--- src/rtl/rfilt_pkg.sv ---
package rfilt_pkg;
  // Configuration word map (word addresses)
  localparam int REG_BUILD  = 0;
  localparam int REG_ACTION = 1;
  localparam int REG_STATUS = 2;
  localparam int REG_CLEAR  = 3;
  localparam int REG_FADDR  = 4;
  localparam int REG_FCTL   = 5;
  localparam int REG_FID    = 6;
  localparam int REG_RGN0   = 16;
  localparam int RGN_STRIDE = 4;

  // Inclusive window test on zero-extended operands
  function automatic logic in_window(logic [63:0] a, logic [63:0] lo, logic [63:0] hi);
    return (a >= lo) && (a <= hi);
  endfunction

  // Permission of one access against the deciding region
  function automatic logic grant(logic sec, logic wr, logic [3:0] id,
                                 logic srd, logic swr, logic [31:0] ida);
    if (sec) return wr ? swr : srd;
    return wr ? ida[5'd16 + {1'b0, id}] : ida[{1'b0, id}];
  endfunction

  // Fail control word: write at 24, non-secure at 21, privileged at 20
  function automatic logic [31:0] fail_ctl(logic wr, logic sec, logic priv);
    logic [31:0] w;
    w = '0;
    w[24] = wr;
    w[21] = ~sec;
    w[20] = priv;
    return w;
  endfunction

  function automatic logic [31:0] build_word(int nr, int aw);
    logic [31:0] w;
    w = '0;
    w[4:0]  = 5'(nr - 1);
    w[13:8] = 6'(aw - 1);
    return w;
  endfunction
endpackage

--- src/rtl/rfilt_match.sv ---
module rfilt_match
  import rfilt_pkg::*;
#(
  parameter int NR = 4,
  parameter int AW = 32,
  parameter int IW = 2
) (
  input  logic [AW-1:0]         addr,
  input  logic [NR-1:0][AW-1:0] base,
  input  logic [NR-1:0][AW-1:0] top,
  input  logic [NR-1:0]         en,
  output logic [IW-1:0]         win
);
  logic [NR-1:0] hit;

  for (genvar r = 0; r < NR; r++) begin : g_hit
    assign hit[r] = en[r] & in_window(64'(addr), 64'(base[r]), 64'(top[r]));
  end

  // Highest-numbered matching region decides
  function automatic logic [IW-1:0] last_set(logic [NR-1:0] v);
    logic [IW-1:0] k;
    k = '0;
    for (int i = 0; i < NR; i++) if (v[i]) k = IW'(i);
    return k;
  endfunction

  assign win = last_set(hit);
endmodule

--- src/rtl/rfilt_perm.sv ---
module rfilt_perm
  import rfilt_pkg::*;
(
  input  logic        secure,
  input  logic        write,
  input  logic [3:0]  id,
  input  logic        srd,
  input  logic        swr,
  input  logic [31:0] ida,
  output logic        allow
);
  assign allow = grant(secure, write, id, srd, swr, ida);
endmodule

--- src/rtl/rfilt_faillog.sv ---
module rfilt_faillog
  import rfilt_pkg::*;
#(
  parameter int AW = 32
) (
  input  logic          clk,
  input  logic          rst_n,
  input  logic          viol,
  input  logic [AW-1:0] addr,
  input  logic          write,
  input  logic          secure,
  input  logic          priv,
  input  logic [3:0]    id,
  input  logic          clr_stat,
  input  logic          clr_ovr,
  output logic          status,
  output logic          overrun,
  output logic [AW-1:0] f_addr,
  output logic [31:0]   f_ctl,
  output logic [3:0]    f_id,
  output logic          first_hit
);
  logic held;
  assign held      = status & ~clr_stat;
  assign first_hit = viol & ~held;

  always_ff @(posedge clk) begin
    if (!rst_n) begin
      status  <= 1'b0;
      overrun <= 1'b0;
      f_addr  <= '0;
      f_ctl   <= '0;
      f_id    <= '0;
    end else begin
      status  <= held | viol;
      overrun <= (overrun & ~clr_ovr) | (viol & held);
      if (first_hit) begin
        f_addr <= addr;
        f_ctl  <= fail_ctl(write, secure, priv);
        f_id   <= id;
      end
    end
  end
endmodule

--- src/rtl/mem_region_filter.sv ---
module mem_region_filter
  import rfilt_pkg::*;
#(
  parameter int NR     = 4,
  parameter int AW     = 32,
  parameter int DW     = 32,
  parameter int CFG_AW = 6
) (
  input  logic              clk,
  input  logic              rst_n,
  input  logic              req_valid,
  output logic              req_ready,
  input  logic [AW-1:0]     req_addr,
  input  logic              req_write,
  input  logic              req_secure,
  input  logic              req_priv,
  input  logic [3:0]        req_id,
  input  logic [DW-1:0]     req_wdata,
  output logic              rsp_valid,
  input  logic              rsp_ready,
  output logic [DW-1:0]     rsp_rdata,
  output logic              rsp_err,
  output logic              mem_en,
  output logic              mem_we,
  output logic [AW-1:0]     mem_addr,
  output logic [DW-1:0]     mem_wdata,
  input  logic [DW-1:0]     mem_rdata,
  input  logic              cfg_en,
  input  logic              cfg_we,
  input  logic [CFG_AW-1:0] cfg_addr,
  input  logic [31:0]       cfg_wdata,
  output logic [31:0]       cfg_rdata,
  output logic              irq
);
  localparam int IW = (NR > 1) ? $clog2(NR) : 1;

  logic [NR-1:0][AW-1:0] base_q, top_q;
  logic [NR-1:0][31:0]   ida_q;
  logic [NR-1:0]         en_q, srd_q, swr_q;
  logic [1:0]            act_q;
  logic                  cfg_wr, clr_stat, clr_ovr;
  logic [IW-1:0]         win;
  logic                  allow, accept, viol, first_hit;
  logic                  fail_status, fail_overrun;
  logic [AW-1:0]         f_addr;
  logic [31:0]           f_ctl;
  logic [3:0]            f_id;
  logic                  rsp_deny_q, rsp_wr_q;

  assign cfg_wr   = cfg_en & cfg_we;
  assign clr_stat = cfg_wr & (cfg_addr == CFG_AW'(REG_CLEAR)) & cfg_wdata[0];
  assign clr_ovr  = cfg_wr & (cfg_addr == CFG_AW'(REG_CLEAR)) & cfg_wdata[8];

  always_ff @(posedge clk) begin
    if (!rst_n) act_q <= 2'd0;
    else if (cfg_wr && cfg_addr == CFG_AW'(REG_ACTION)) act_q <= cfg_wdata[1:0];
  end

  // Region table
  for (genvar r = 0; r < NR; r++) begin : g_rgn
    localparam int A = REG_RGN0 + RGN_STRIDE * r;
    logic        srd_r, swr_r;
    logic [31:0] ida_r;
    if (r == 0) begin : g_dflt
      assign base_q[r] = '0;
      assign top_q[r]  = '1;
      assign en_q[r]   = 1'b1;
    end else begin : g_prog
      logic [AW-1:0] b_r, t_r;
      logic          e_r;
      always_ff @(posedge clk) begin
        if (!rst_n) begin
          b_r <= '0;
          t_r <= '0;
          e_r <= 1'b0;
        end else begin
          if (cfg_wr && cfg_addr == CFG_AW'(A))     b_r <= cfg_wdata[AW-1:0];
          if (cfg_wr && cfg_addr == CFG_AW'(A + 1)) t_r <= cfg_wdata[AW-1:0];
          if (cfg_wr && cfg_addr == CFG_AW'(A + 2)) e_r <= cfg_wdata[0];
        end
      end
      assign base_q[r] = b_r;
      assign top_q[r]  = t_r;
      assign en_q[r]   = e_r;
    end
    always_ff @(posedge clk) begin
      if (!rst_n) begin
        srd_r <= 1'b0;
        swr_r <= 1'b0;
        ida_r <= '0;
      end else begin
        if (cfg_wr && cfg_addr == CFG_AW'(A + 2)) begin
          srd_r <= cfg_wdata[30];
          swr_r <= cfg_wdata[31];
        end
        if (cfg_wr && cfg_addr == CFG_AW'(A + 3)) ida_r <= cfg_wdata;
      end
    end
    assign srd_q[r] = srd_r;
    assign swr_q[r] = swr_r;
    assign ida_q[r] = ida_r;
  end

  rfilt_match #(.NR(NR), .AW(AW), .IW(IW)) u_match (
    .addr(req_addr), .base(base_q), .top(top_q), .en(en_q), .win(win)
  );

  rfilt_perm u_perm (
    .secure(req_secure), .write(req_write), .id(req_id),
    .srd(srd_q[win]), .swr(swr_q[win]), .ida(ida_q[win]), .allow(allow)
  );

  assign req_ready = ~rsp_valid | rsp_ready;
  assign accept    = req_valid & req_ready;
  assign viol      = accept & ~allow;

  assign mem_en    = accept & allow;
  assign mem_we    = req_write;
  assign mem_addr  = req_addr;
  assign mem_wdata = req_wdata;

  rfilt_faillog #(.AW(AW)) u_fail (
    .clk(clk), .rst_n(rst_n), .viol(viol), .addr(req_addr), .write(req_write),
    .secure(req_secure), .priv(req_priv), .id(req_id),
    .clr_stat(clr_stat), .clr_ovr(clr_ovr),
    .status(fail_status), .overrun(fail_overrun),
    .f_addr(f_addr), .f_ctl(f_ctl), .f_id(f_id), .first_hit(first_hit)
  );

  // Response stage
  always_ff @(posedge clk) begin
    if (!rst_n) begin
      rsp_valid  <= 1'b0;
      rsp_deny_q <= 1'b0;
      rsp_wr_q   <= 1'b0;
      rsp_err    <= 1'b0;
    end else if (accept) begin
      rsp_valid  <= 1'b1;
      rsp_deny_q <= ~allow;
      rsp_wr_q   <= req_write;
      rsp_err    <= ~allow & act_q[0];
    end else if (rsp_ready) begin
      rsp_valid  <= 1'b0;
      rsp_err    <= 1'b0;
    end
  end

  assign rsp_rdata = (rsp_valid & ~rsp_deny_q & ~rsp_wr_q) ? mem_rdata : '0;
  assign irq       = fail_status & act_q[1];

  // Configuration read mux
  always_comb begin
    cfg_rdata = '0;
    case (cfg_addr)
      CFG_AW'(REG_BUILD):  cfg_rdata = build_word(NR, AW);
      CFG_AW'(REG_ACTION): cfg_rdata = {30'd0, act_q};
      CFG_AW'(REG_STATUS): cfg_rdata = {23'd0, fail_overrun, 7'd0, fail_status};
      CFG_AW'(REG_FADDR):  cfg_rdata = 32'(f_addr);
      CFG_AW'(REG_FCTL):   cfg_rdata = f_ctl;
      CFG_AW'(REG_FID):    cfg_rdata = {28'd0, f_id};
      default: ;
    endcase
    for (int r = 0; r < NR; r++) begin
      if (cfg_addr == CFG_AW'(REG_RGN0 + RGN_STRIDE * r))     cfg_rdata = 32'(base_q[r]);
      if (cfg_addr == CFG_AW'(REG_RGN0 + RGN_STRIDE * r + 1)) cfg_rdata = 32'(top_q[r]);
      if (cfg_addr == CFG_AW'(REG_RGN0 + RGN_STRIDE * r + 2))
        cfg_rdata = {swr_q[r], srd_q[r], 29'd0, en_q[r]};
      if (cfg_addr == CFG_AW'(REG_RGN0 + RGN_STRIDE * r + 3)) cfg_rdata = ida_q[r];
    end
  end
endmodule

--- config.mk ---
export PLATFORM = sky130hd
export DESIGN_NAME = mem_region_filter
export DESIGN_NICKNAME = d
export VERILOG_FILES = /design/src/rtl/rfilt_pkg.sv /design/src/rtl/rfilt_match.sv /design/src/rtl/rfilt_perm.sv /design/src/rtl/rfilt_faillog.sv /design/src/rtl/mem_region_filter.sv
export SDC_FILE = /design/constraint.sdc
export NUM_CORES = 1
export LEC_CHECK = 0
export ABC_AREA = 1
export BUFFER_PORTS_ARGS = -buffer_cell sky130_fd_sc_hd__buf_2
export CORE_MARGIN = 2
export CORE_UTILIZATION = 45
export DETAILED_ROUTE_END_ITERATION = 10
export PLACE_DENSITY_LB_ADDON = 0.3
export SETUP_SLACK_MARGIN = 0.02
export SYNTH_ARGS = -nofsm -noshare
export SYNTH_HDL_FRONTEND = slang
export SYNTH_HIERARCHICAL = 1
export SYNTH_SLANG_ARGS = --single-unit
--- constraint.sdc ---
create_clock -name clk -period 3.88 [get_ports clk]
set_input_delay 0.776 -clock clk [delete_from_list [all_inputs] [get_ports clk]]
set_output_delay 0.776 -clock clk [all_outputs]
set_load 0.01 [all_outputs]
# ---- Word level (Yosys, flattened, before mapping)
# Cells that the tools add are included.
# W data, S select, Z words.
dict set report op_classes {
  addsub 1
  order_cmp 9
  n_eq_ne 22
  mux 39
  bitwise 29
  reduce_logical 20
}
# cell n
set ops {}
lappend ops {{$mux W32} 18}
lappend ops {{$pmux W32 S6} 1}
lappend ops {{$eq A6 B5 Y1 const B} 16}
lappend ops {{$ge A32 B32 Y1} 3}
lappend ops {{$le A32 B32 Y1} 3}
lappend ops {{$bmux W32 S2} 1}
lappend ops {{$and A1 B1 Y1} 18}
lappend ops {{$eq A6 B3 Y1 const B} 3}
lappend ops {{$logic_and A1 B1 Y1} 18}
lappend ops {{$mux W1} 13}
lappend ops {{$eq A6 B2 Y1 const B} 2}
lappend ops {{$not A1 Y1} 8}
lappend ops {{$eq A6 B1 Y1 const B} 1}
lappend ops {{$logic_not A6 Y1} 1}
lappend ops {{$lt A4 B6 Y1 const B} 1}
lappend ops {{$lt A5 B6 Y1 const B} 1}
lappend ops {{$add A5 B4 Y5 const A} 1}
lappend ops {{$bmux W1 S5} 1}
lappend ops {{$bmux W1 S2} 2}
lappend ops {{$bmux W1 S4} 1}
lappend ops {{$mux W2} 2}
lappend ops {{$lt A2 B3 Y1 const B} 1}
lappend ops {{$or A1 B1 Y1} 3}
lappend ops {{$reduce_bool A2 Y1} 1}
dict set report word_totals {
  ff_bits 378
  input_bits 147
  out_inout_bits 134
  elab_cells 151
}

# ---- Longest topological paths before layout
# Gate-level depths: netlist of the first run.
dict set report depth {
  ltp_word 18
  mapped_depth 36
  ltp_nobuf 33
}

# ---- Hierarchy
# Netlist of the first run, hierarchy kept.
# module instances cells_per_inst area_per_inst_um2 seq_area_each_um2
set modules_own_cells {}
lappend modules_own_cells {mem_region_filter 1 2561 16833.6 6746.5}
lappend modules_own_cells {rfilt_match 1 829 5128.7 0.0}
lappend modules_own_cells {rfilt_faillog 1 296 2025.7 820.8}
lappend modules_own_cells {rfilt_perm 1 80 359.1 0.0}

# ---- Worst setup path after synthesis of the first run
# OpenSTA, ideal clock, no wires.
dict set report synth_timing {
  kind {input port to output port}
  start {input port req_addr[0]}
  end {output port mem_en}
  arrival_time_ns 3.453
  required_time_ns 3.104
  path_slack_ns -0.349
  path_stages 30
  path_buffers 2
  path_cell_list {inv_1 > ha_1 > nand2_1 > nor2_1 > and2_1 > nor2_1 > nand2_1 > nand2_1 > nand2_1 > nand2_1 > nand2_1 > nand2_1 > nor2_1 > nand2_1 > nand2_1 > inv_1 > clkbuf_1 > clkbuf_1 > nor2_1 > o22ai_1 > nand2_1 > nand3_1 > nand3_1 > nand2_1 > nand2_1 > nand3_1 > nand3_1 > nand2_1 > inv_1 > nor2_1}
}
dict set report synth_via {
  elab_chain_cells 13
  elab_cells_between_ends 30
  cone_classes {order compare (6); mux (17); bitwise (4); reduce/logical (3)}
}
# item line
set synth_lines {}
lappend synth_lines {{start: declaration} mem_region_filter.sv:13} ;# input logic [AW-1:0] req_addr,
lappend synth_lines {{$ge A32 B32 Y1 or $le A32 B32 Y1 (tied branches)} rfilt_pkg.sv:15} ;# return (a >= lo) && (a <= hi);
lappend synth_lines {{$logic_and A1 B1 Y1} rfilt_pkg.sv:15}
lappend synth_lines {{$and A1 B1 Y1} rfilt_match.sv:17} ;# assign hit[r] = en[r] & in_window(64'(addr), 64'(base[r]), 64'(top[r]));
lappend synth_lines {{$mux W1} rfilt_match.sv:24} ;# for (int i = 0; i < NR; i++) if (v[i]) k = IW'(i);
lappend synth_lines {{$mux W2} rfilt_match.sv:24}
lappend synth_lines {{$mux W2 *} rfilt_match.sv:24}
lappend synth_lines {{via win[0]} mem_region_filter.sv:42} ;# logic [IW-1:0] win;
lappend synth_lines {{$bmux W32 S2} mem_region_filter.sv:110} ;# .srd(srd_q[win]), .swr(swr_q[win]), .ida(ida_q[win]), .allow(allow)
lappend synth_lines {{$mux W32 (not written as such)} mem_region_filter.sv:110}
lappend synth_lines {{$bmux W1 S5 or $bmux W1 S4 (tied branches)} rfilt_pkg.sv:22} ;# return wr ? ida[5'd16 + {1'b0, id}] : ida[{1'b0, id}];
lappend synth_lines {{$mux W1 (not written as such)} rfilt_pkg.sv:22}
lappend synth_lines {{$mux W1} rfilt_pkg.sv:22}
lappend synth_lines {{$mux W1 *} rfilt_pkg.sv:22}
lappend synth_lines {{via allow} mem_region_filter.sv:43} ;# logic allow, accept, viol, first_hit;
lappend synth_lines {{$and A1 B1 Y1 *} mem_region_filter.sv:117} ;# assign mem_en = accept & allow;
lappend synth_lines {{end: declaration} mem_region_filter.sv:23} ;# output logic mem_en,
# Mark *: on every way through the listed nets, which the timed path passes. The rest lies on a longest branch. The select of a mux whose other input is x is not followed.

# ---- Worst setup path after layout of the first run
dict set report layout_timing {
  start {register g_rgn[3].g_prog.t_r[30]}
  end {output port mem_en}
}
dict set report layout_via {
  elab_chain_cells 11
  elab_cells_between_ends 19
  cone_classes {order compare (1); mux (15); bitwise (2); reduce/logical (1)}
}
# item line
set layout_lines {}
lappend layout_lines {{start: declaration} mem_region_filter.sv:69} ;# logic [AW-1:0] b_r, t_r;
lappend layout_lines {{start signal: assignment} mem_region_filter.sv:78} ;# if (cfg_wr && cfg_addr == CFG_AW'(A + 1)) t_r <= cfg_wdata[AW-1:0];
lappend layout_lines {{$le A32 B32 Y1 *} rfilt_pkg.sv:15}
lappend layout_lines {{$logic_and A1 B1 Y1 *} rfilt_pkg.sv:15}
lappend layout_lines {{$and A1 B1 Y1 *} rfilt_match.sv:17}
lappend layout_lines {{$mux W2 *} rfilt_match.sv:24}
lappend layout_lines {{via win[0]} mem_region_filter.sv:42}
lappend layout_lines {{$bmux W32 S2} mem_region_filter.sv:110}
lappend layout_lines {{$mux W32 (not written as such)} mem_region_filter.sv:110}
lappend layout_lines {{$bmux W1 S5 or $bmux W1 S4 (tied branches)} rfilt_pkg.sv:22}
lappend layout_lines {{$mux W1 (not written as such)} rfilt_pkg.sv:22}
lappend layout_lines {{$mux W1} rfilt_pkg.sv:22}
lappend layout_lines {{$mux W1 *} rfilt_pkg.sv:22}
lappend layout_lines {{via allow} mem_region_filter.sv:43}
lappend layout_lines {{$and A1 B1 Y1 *} mem_region_filter.sv:117}
# Marks and branches as above.

==> impl_metrics.py, run 1 <==
metrics = {
    "yosys": {
        "yosysWarnings": 6,
        "syn_area_um2": 24300,
        "syn_avg_cell_area_um2": 6.47,
        "synth_cells": 3763,
    },
    "outcome": {
        "status": "finished with violations",
        "violations": "setup timing",
    },
    "placed_design": {
        "portBuffers": 216,
        "placed_cells": 4680,
        "gp_congestion": 0.960,
        "dp_hpwl_um": 68400,
    },
    "critical_path": {
        "critPathCaptureType": "output port",
        "path_delay_family": "simple AND/OR/NAND/NOR gates",
        "cp_num_cells": 27,
        "cp.required_ps": 3100,
        "start_kind": "register",
        "reg2reg_from": "g_rgn[3].g_prog.t_r[30]$_SDFFE_PN0P_",
        "ff2ff_path_depth": 33,
        "slowest_delay_ps": 390,
        "path_class": "reg2out",
        "critPathBufInv": 8,
        "rrSetupSlack_ps": -750,
        "crit_path_top_delay_cell": "dfxtp_4",
        "rr_endpoint": "u_fail/f_addr[19]$_SDFFE_PN0P_",
        "cp_max_fo": 8,
        "arrival_ps": 4310,
    },
    "global_routing": {
        "antenna_found_initial": 3,
        "overflow": 0,
        "grt_pass1_wl_um": 148000,
        "use_met1_pct": 46.8,
        "grt_pass1_vias": 24800,
        "grtUsageMet3_pct": 8.02,
        "track_usage_pct": 34.3,
        "met2_usage_pct": 51.2,
        "top_usage_layer": "met2",
        "grt_max_degree": 208,
    },
    "timing": {
        "hold_viol": 0,
        "relSlewSlack_pct": 27.4,
        "slew_violations": 0,
        "rsz0062_at_grt": "true",
        "fmax_ghz": 0.197,
        "final.setup.worst_slack_ps": -1210,
        "period_needed_ps": 5090,
        "worst_slew_pin_slew_ps": 1090,
        "setup_viol": 43,
        "finalCritPeriodShare_pct": 131,
        "fin_skew_ps": 27.1,
    },
    "cts": {
        "cts_tree": "done",
        "cts_num_sinks": 378,
        "numCtsBuffers": 45,
        "clk_latency_ps": 600,
        "htree_num_levels": 2,
        "holdBufCountCts": 0,
        "clk_path_buf_depth": 3,
        "root_buffer": "clkbuf_16",
        "clk_pin_slew_ps": 70,
    },
    "cells_and_area": {
        "n_fill_cell": 5159,
        "fin_nets": 4411,
        "stdcell_count": 4804,
        "layout_commonest_cell": "nand2_1",
        "drive_gt1_share_pct": 19.9,
        "layout_common_cells": "651 x nand2_1, 473 x nor2_1, 426 x a21oi_1",
        "area_growth_pct": 23.8,
    },
    "pwr": {
        "power.share.combinational_pct": 13.9,
        "sequentialPowerShare_pct": 40.7,
        "peakVddDrop_v": 0.000261,
        "p_sw_share_pct": 27.9,
        "p_leak_nw": 13.2,
        "total_power_mw": 9.77,
        "power.density_nw_per_um2": 324,
        "pwr-share-clk_pct": 45.5,
        "p_sw_mw": 2.72,
        "internal_power_mw": 7.04,
    },
    "floorplan": {
        "initial_core_util_pct": 45.4,
        "rows": 85,
        "die_y_um": 237,
        "dieArea_um2": 56000,
        "coreArea_um2": 53600,
        "dieWidth_um": 237,
        "ios": 281,
    },
    "worst_hold_path": {
        "min_to": "g_rgn[2].g_prog.t_r[27]$_SDFFE_PN0P_",
        "min_path_type": "reg2reg",
        "min_path_cells": 2,
        "holdCritStartpoint": "g_rgn[2].g_prog.t_r[27]$_SDFFE_PN0P_",
    },
    "drt": {
        "wl_um": 100000,
        "routed_via_density": 5.61,
        "dr.pass1.iters": 6,
        "wire_per_inst_um": 20.8,
        "ant_nets": 0,
        "drtIter0Drc": 3155,
        "via_count": 27000,
        "drc_errors": 0,
    },
    "job": {
        "maxCapViolations": 0,
    },
}
-- sequential cells by signal, indices dropped and copies added (netlist names) --
register and cells:
u_fail/f_addr 32, g_rgn.g_prog.b_r 96, u_fail/f_ctl 3, rsp_err 1, rsp_deny_q 1, g_rgn.swr_r 4, u_fail/f_id 4, g_rgn.ida_r 128
rsp_wr_q 1, act_q 2, u_fail/status 1, g_rgn.g_prog.t_r 96, u_fail/overrun 1, g_rgn.srd_r 4, g_rgn.g_prog.e_r 3, rsp_valid 1
-- worst max-delay path by stage --
stage	startpoint	to	slack, ps
after floorplan	req_addr[0]	mem_en	10
after global placement	req_addr[22]	mem_en	-1410
after detailed placement	req_addr[22]	mem_en	-1410
after CTS	g_rgn[3].g_prog.t_r[31]$_SDFFE_PN0P_	mem_en	-1040
after global routing	req_addr[29]	mem_en	-1260
final	g_rgn[3].g_prog.t_r[30]$_SDFFE_PN0P_	mem_en	-1210
-- metal layers --
layer | routed length [um] | vias up | share of wire, %
met5 | 9 | - | 0.0090
met4 | 4760 | 2 | 4.8
met3 | 11600 | 269 | 12
met2 | 42300 | 1546 | 42
met1 | 41300 | 12400 | 41
li1 | - | 12700 | -
-- final cells by class --
type	instances	area, um2	share of cell area, %
multi-input cells	2633	14000	46.3
inverters	448	1720	5.71
repair buffers	566	4460	14.8
clock buffers	64	1380	4.58
clock inverters	18	164	0.544
diodes	1	2.50	0.00830
flip-flops and latches	378	7580	25.2
well taps	696	871	2.89
-- power groups by stage --
stage,combinational [mW],sequential [mW],clock (mW)
6_report,1.35,3.97,4.44
5_1_grt,1.46,3.98,4.60
4_1_cts,1.25,3.97,4.47
3_5_place_dp,1.17,4.06,0
3_3_place_gp,1.16,4.06,0
2_1_floorplan,0.737,4.05,0
-- timing repair --
item / 4_1_cts / 5_1_grt
cloned: 12 / 8
setup buffers: 16 / 6
setup endpoints to repair: 44 / 52
resized for setup: 112 / 88
pin swaps: 41 / 36
-- worst register-to-register path: cells and delay by family, from the launching register on --
family | cells | cell delay [ps]
buffers and inverters | 11 | 1330
adder cells (fa/ha/maj) | 1 | 260
AO/OA/AOI/OAI | 2 | 260
AND/OR/NAND/NOR | 19 | 2290
flip-flops | 1 | 390
-- per-stage QoR --
| step | setup TNS (ps) | instance area (um2) | hold WS (ps) | util, % | worst slack, ps |
|---|---|---|---|---|---|
| 2_1_floorplan | 0 | 24500 | 439 | - | 13.8 |
| 3_3_place_gp | -41590 | 27200 | 455 | 50.8 | -1410 |
| 3_5_place_dp | -42130 | 27200 | 462 | 50.8 | -1410 |
| 4_1_cts | -12460 | 29600 | 464 | 55.3 | -1040 |
| 5_1_grt | -31550 | 30100 | 491 | 56.2 | -1260 |
| 6_report | -29930 | 30100 | 472 | 56.2 | -1210 |
No activity file was read; power rests on OpenSTA's default activity.
==> run 2: changes to the inputs <==
CTS_BUF_LIST = sky130_fd_sc_hd__clkbuf_4   (was default)
==> impl_metrics.py, run 2 (same netlist as run 1, synthesis figures left out) <==
metrics = {
    "outcome": {
        "status": "finished with violations",
        "violations": "setup timing",
    },
    "cells_and_area": {
        "largest_reg_flops": 128,
        "layout_commonest_cell": "nand2_1",
        "drive_gt1_share_pct": 21.2,
        "area_growth_pct": 23.6,
        "layout_common_cells": "656 x nand2_1, 478 x nor2_1, 431 x a21oi_1",
        "stdcell_count": 4922,
        "regMostFlops": "g_rgn.ida_r",
        "multi_input_area_um2": 13900,
        "regArea_um2": 7580,
        "fin_nets": 4484,
        "n_fill_cell": 5224,
        "final_util_pct": 56.1,
        "top_regs": "g_rgn.ida_r: 128 flops, g_rgn.g_prog.b_r: 96 flops, g_rgn.g_prog.t_r: 96 flops",
    },
    "floorplan": {
        "coreArea_um2": 53600,
        "ios": 281,
        "dieArea_um2": 56000,
        "rows": 85,
        "initial_core_util_pct": 45.4,
        "dieWidth_um": 237,
        "die_y_um": 237,
    },
    "placed_design": {
        "portBuffers": 216,
        "gp_congestion": 0.960,
        "dp_hpwl_um": 68400,
        "placed_cells": 4680,
        "dp_slack_ps": -1410,
    },
    "critical_path": {
        "crit_path_top_delay_cell": "dfxtp_4",
        "cp.required_ps": 3100,
        "arrival_ps": 4580,
        "slowest_delay_ps": 390,
        "cp_common_cell": "nand4_1",
        "critPathCaptureType": "output port",
        "cp_max_fo": 7,
        "path_class": "reg2out",
        "start_kind": "register",
    },
    "pwr": {
        "p_sw_share_pct": 29.6,
        "internal_power_mw": 6.51,
        "sequentialPowerShare_pct": 43.0,
        "peakVddDrop_v": 0.000175,
        "pwr-share-clk_pct": 42.2,
        "power.density_nw_per_um2": 307,
        "p_leak_nw": 13.3,
        "power.share.combinational_pct": 14.8,
        "p_sw_mw": 2.74,
    },
    "timing": {
        "fmax_ghz": 0.187,
        "relSlewSlack_pct": 30.2,
        "fin_skew_ps": 48.2,
        "finalCritPeriodShare_pct": 138,
        "period_needed_ps": 5360,
        "final.setup.worst_slack_ps": -1480,
        "hold_viol": 0,
        "setup_viol": 43,
        "slew_violations": 0,
        "worst_slew_pin_slew_ps": 1040,
        "rsz0062_at_grt": "true",
    },
    "drt": {
        "routed_via_density": 5.54,
        "dr.pass1.iters": 6,
        "wl_um": 101000,
        "ant_nets": 0,
        "drtIter0Drc": 3482,
        "wire_per_inst_um": 20.4,
        "via_count": 27300,
        "drc_errors": 0,
    },
    "cts": {
        "cts_tree": "done",
        "clk_path_buf_depth": 3,
        "clk_pin_slew_ps": 70,
        "root_buffer": "clkbuf_4",
        "cts_num_sinks": 378,
        "clk_latency_ps": 910,
        "holdBufCountCts": 0,
        "numCtsBuffers": 103,
        "htree_num_levels": 3,
    },
    "global_routing": {
        "grt_max_degree": 208,
        "track_usage_pct": 34.4,
        "antenna_found_initial": 4,
        "grt_pass1_vias": 25200,
        "grt_pass1_wl_um": 148000,
        "overflow": 0,
    },
    "job": {
        "maxCapViolations": 0,
    },
    "worst_hold_path": {
        "min_path_type": "in2reg",
    },
}
[run 2: cell count changes in the layout (fill, tap and decap cells not counted), moves of 6 or more]
| cell | previous run | this run |
|---|---|---|
| clkbuf_8 | 14 | 0 |
| clkbuf_16 | 53 | 10 |
| clkbuf_4 | 1 | 160 |
| clkinv_1 | 0 | 18 |
| o21ai_0 | 273 | 247 |
| nand2_2 | 23 | 17 |
| o21ai_1 | 96 | 118 |
| clkinv_2 | 9 | 0 |
[run 2: what timing repair did]
item / 4_1_cts / 5_1_grt
gates resized for setup: 118 / 96
endpoints found under the setup margin: 44 / 51
pin swaps: 42 / 37
cloned: 14 / 11
buffers inserted: 27 / 17
[run 2: per-layer routing]
metal  track usage, %  up-vias  routed length (um)
met5                0        -                   0
met4             16.1        0                4570
met3             8.87      253               12600
met2             51.2     1637               42400
met1             46.5    12400               41100
li1                 -    12900                   -
[run 2: final timing paths]
kind	startpoint	to	slack, ps	depth (start not counted)
max	g_rgn[3].g_prog.t_r[31]$_SDFFE_PN0P_	mem_en	-1480	28
min reg2reg	u_fail/f_addr[13]$_SDFFE_PN0P_	u_fail/f_addr[13]$_SDFFE_PN0P_	470	2
max reg2reg	g_rgn[3].g_prog.t_r[31]$_SDFFE_PN0P_	u_fail/f_addr[0]$_SDFFE_PN0P_	-860	37
min	rsp_ready	rsp_err$_SDFFE_PN0P_	190	4
[run 2: metrics by stage]
stage	instance area (um2)	hold WS [ps]	setup TNS [ps]	power, mW
after CTS	29600	151	-54260	9.20
after global placement	27200	455	-41590	5.22
after detailed placement	27200	462	-42130	5.23
final	30100	189	-35700	9.24
after floorplan	24500	439	0	4.78
after global routing	30100	199	-43170	9.60
[run 2: power groups by stage]
| stage | Sequential (mW) | Clock (mW) | Combinational (mW) |
|---|---|---|---|
| global route | 3.97 | 4.15 | 1.48 |
| floorplan | 4.05 | 0 | 0.737 |
| CTS | 3.97 | 3.92 | 1.32 |
| finish | 3.97 | 3.90 | 1.37 |
| detailed placement | 4.06 | 0 | 1.17 |
| global placement | 4.06 | 0 | 1.16 |
[run 2: cell type report]
class	instances	area share, %
multi-input combinational	2633	46.1
sequential	378	25.2
timing repair buffer	580	15.4
inverter	448	5.70
clock buffer	160	3.99
tap	696	2.89
clock inverter	24	0.574
timing repair inverter	1	0.0374
antenna	2	0.0166
[run 2: critical path, delay by kind of cell (launching register included)]
| kind | cells | cell delay, ps |
|---|---|---|
| AO/OA/AOI/OAI | 3 | 280 |
| buffers and inverters | 8 | 840 |
| adder cells (fa/ha/maj) | 1 | 260 |
| flip-flops | 1 | 390 |
| AND/OR/NAND/NOR | 16 | 1890 |
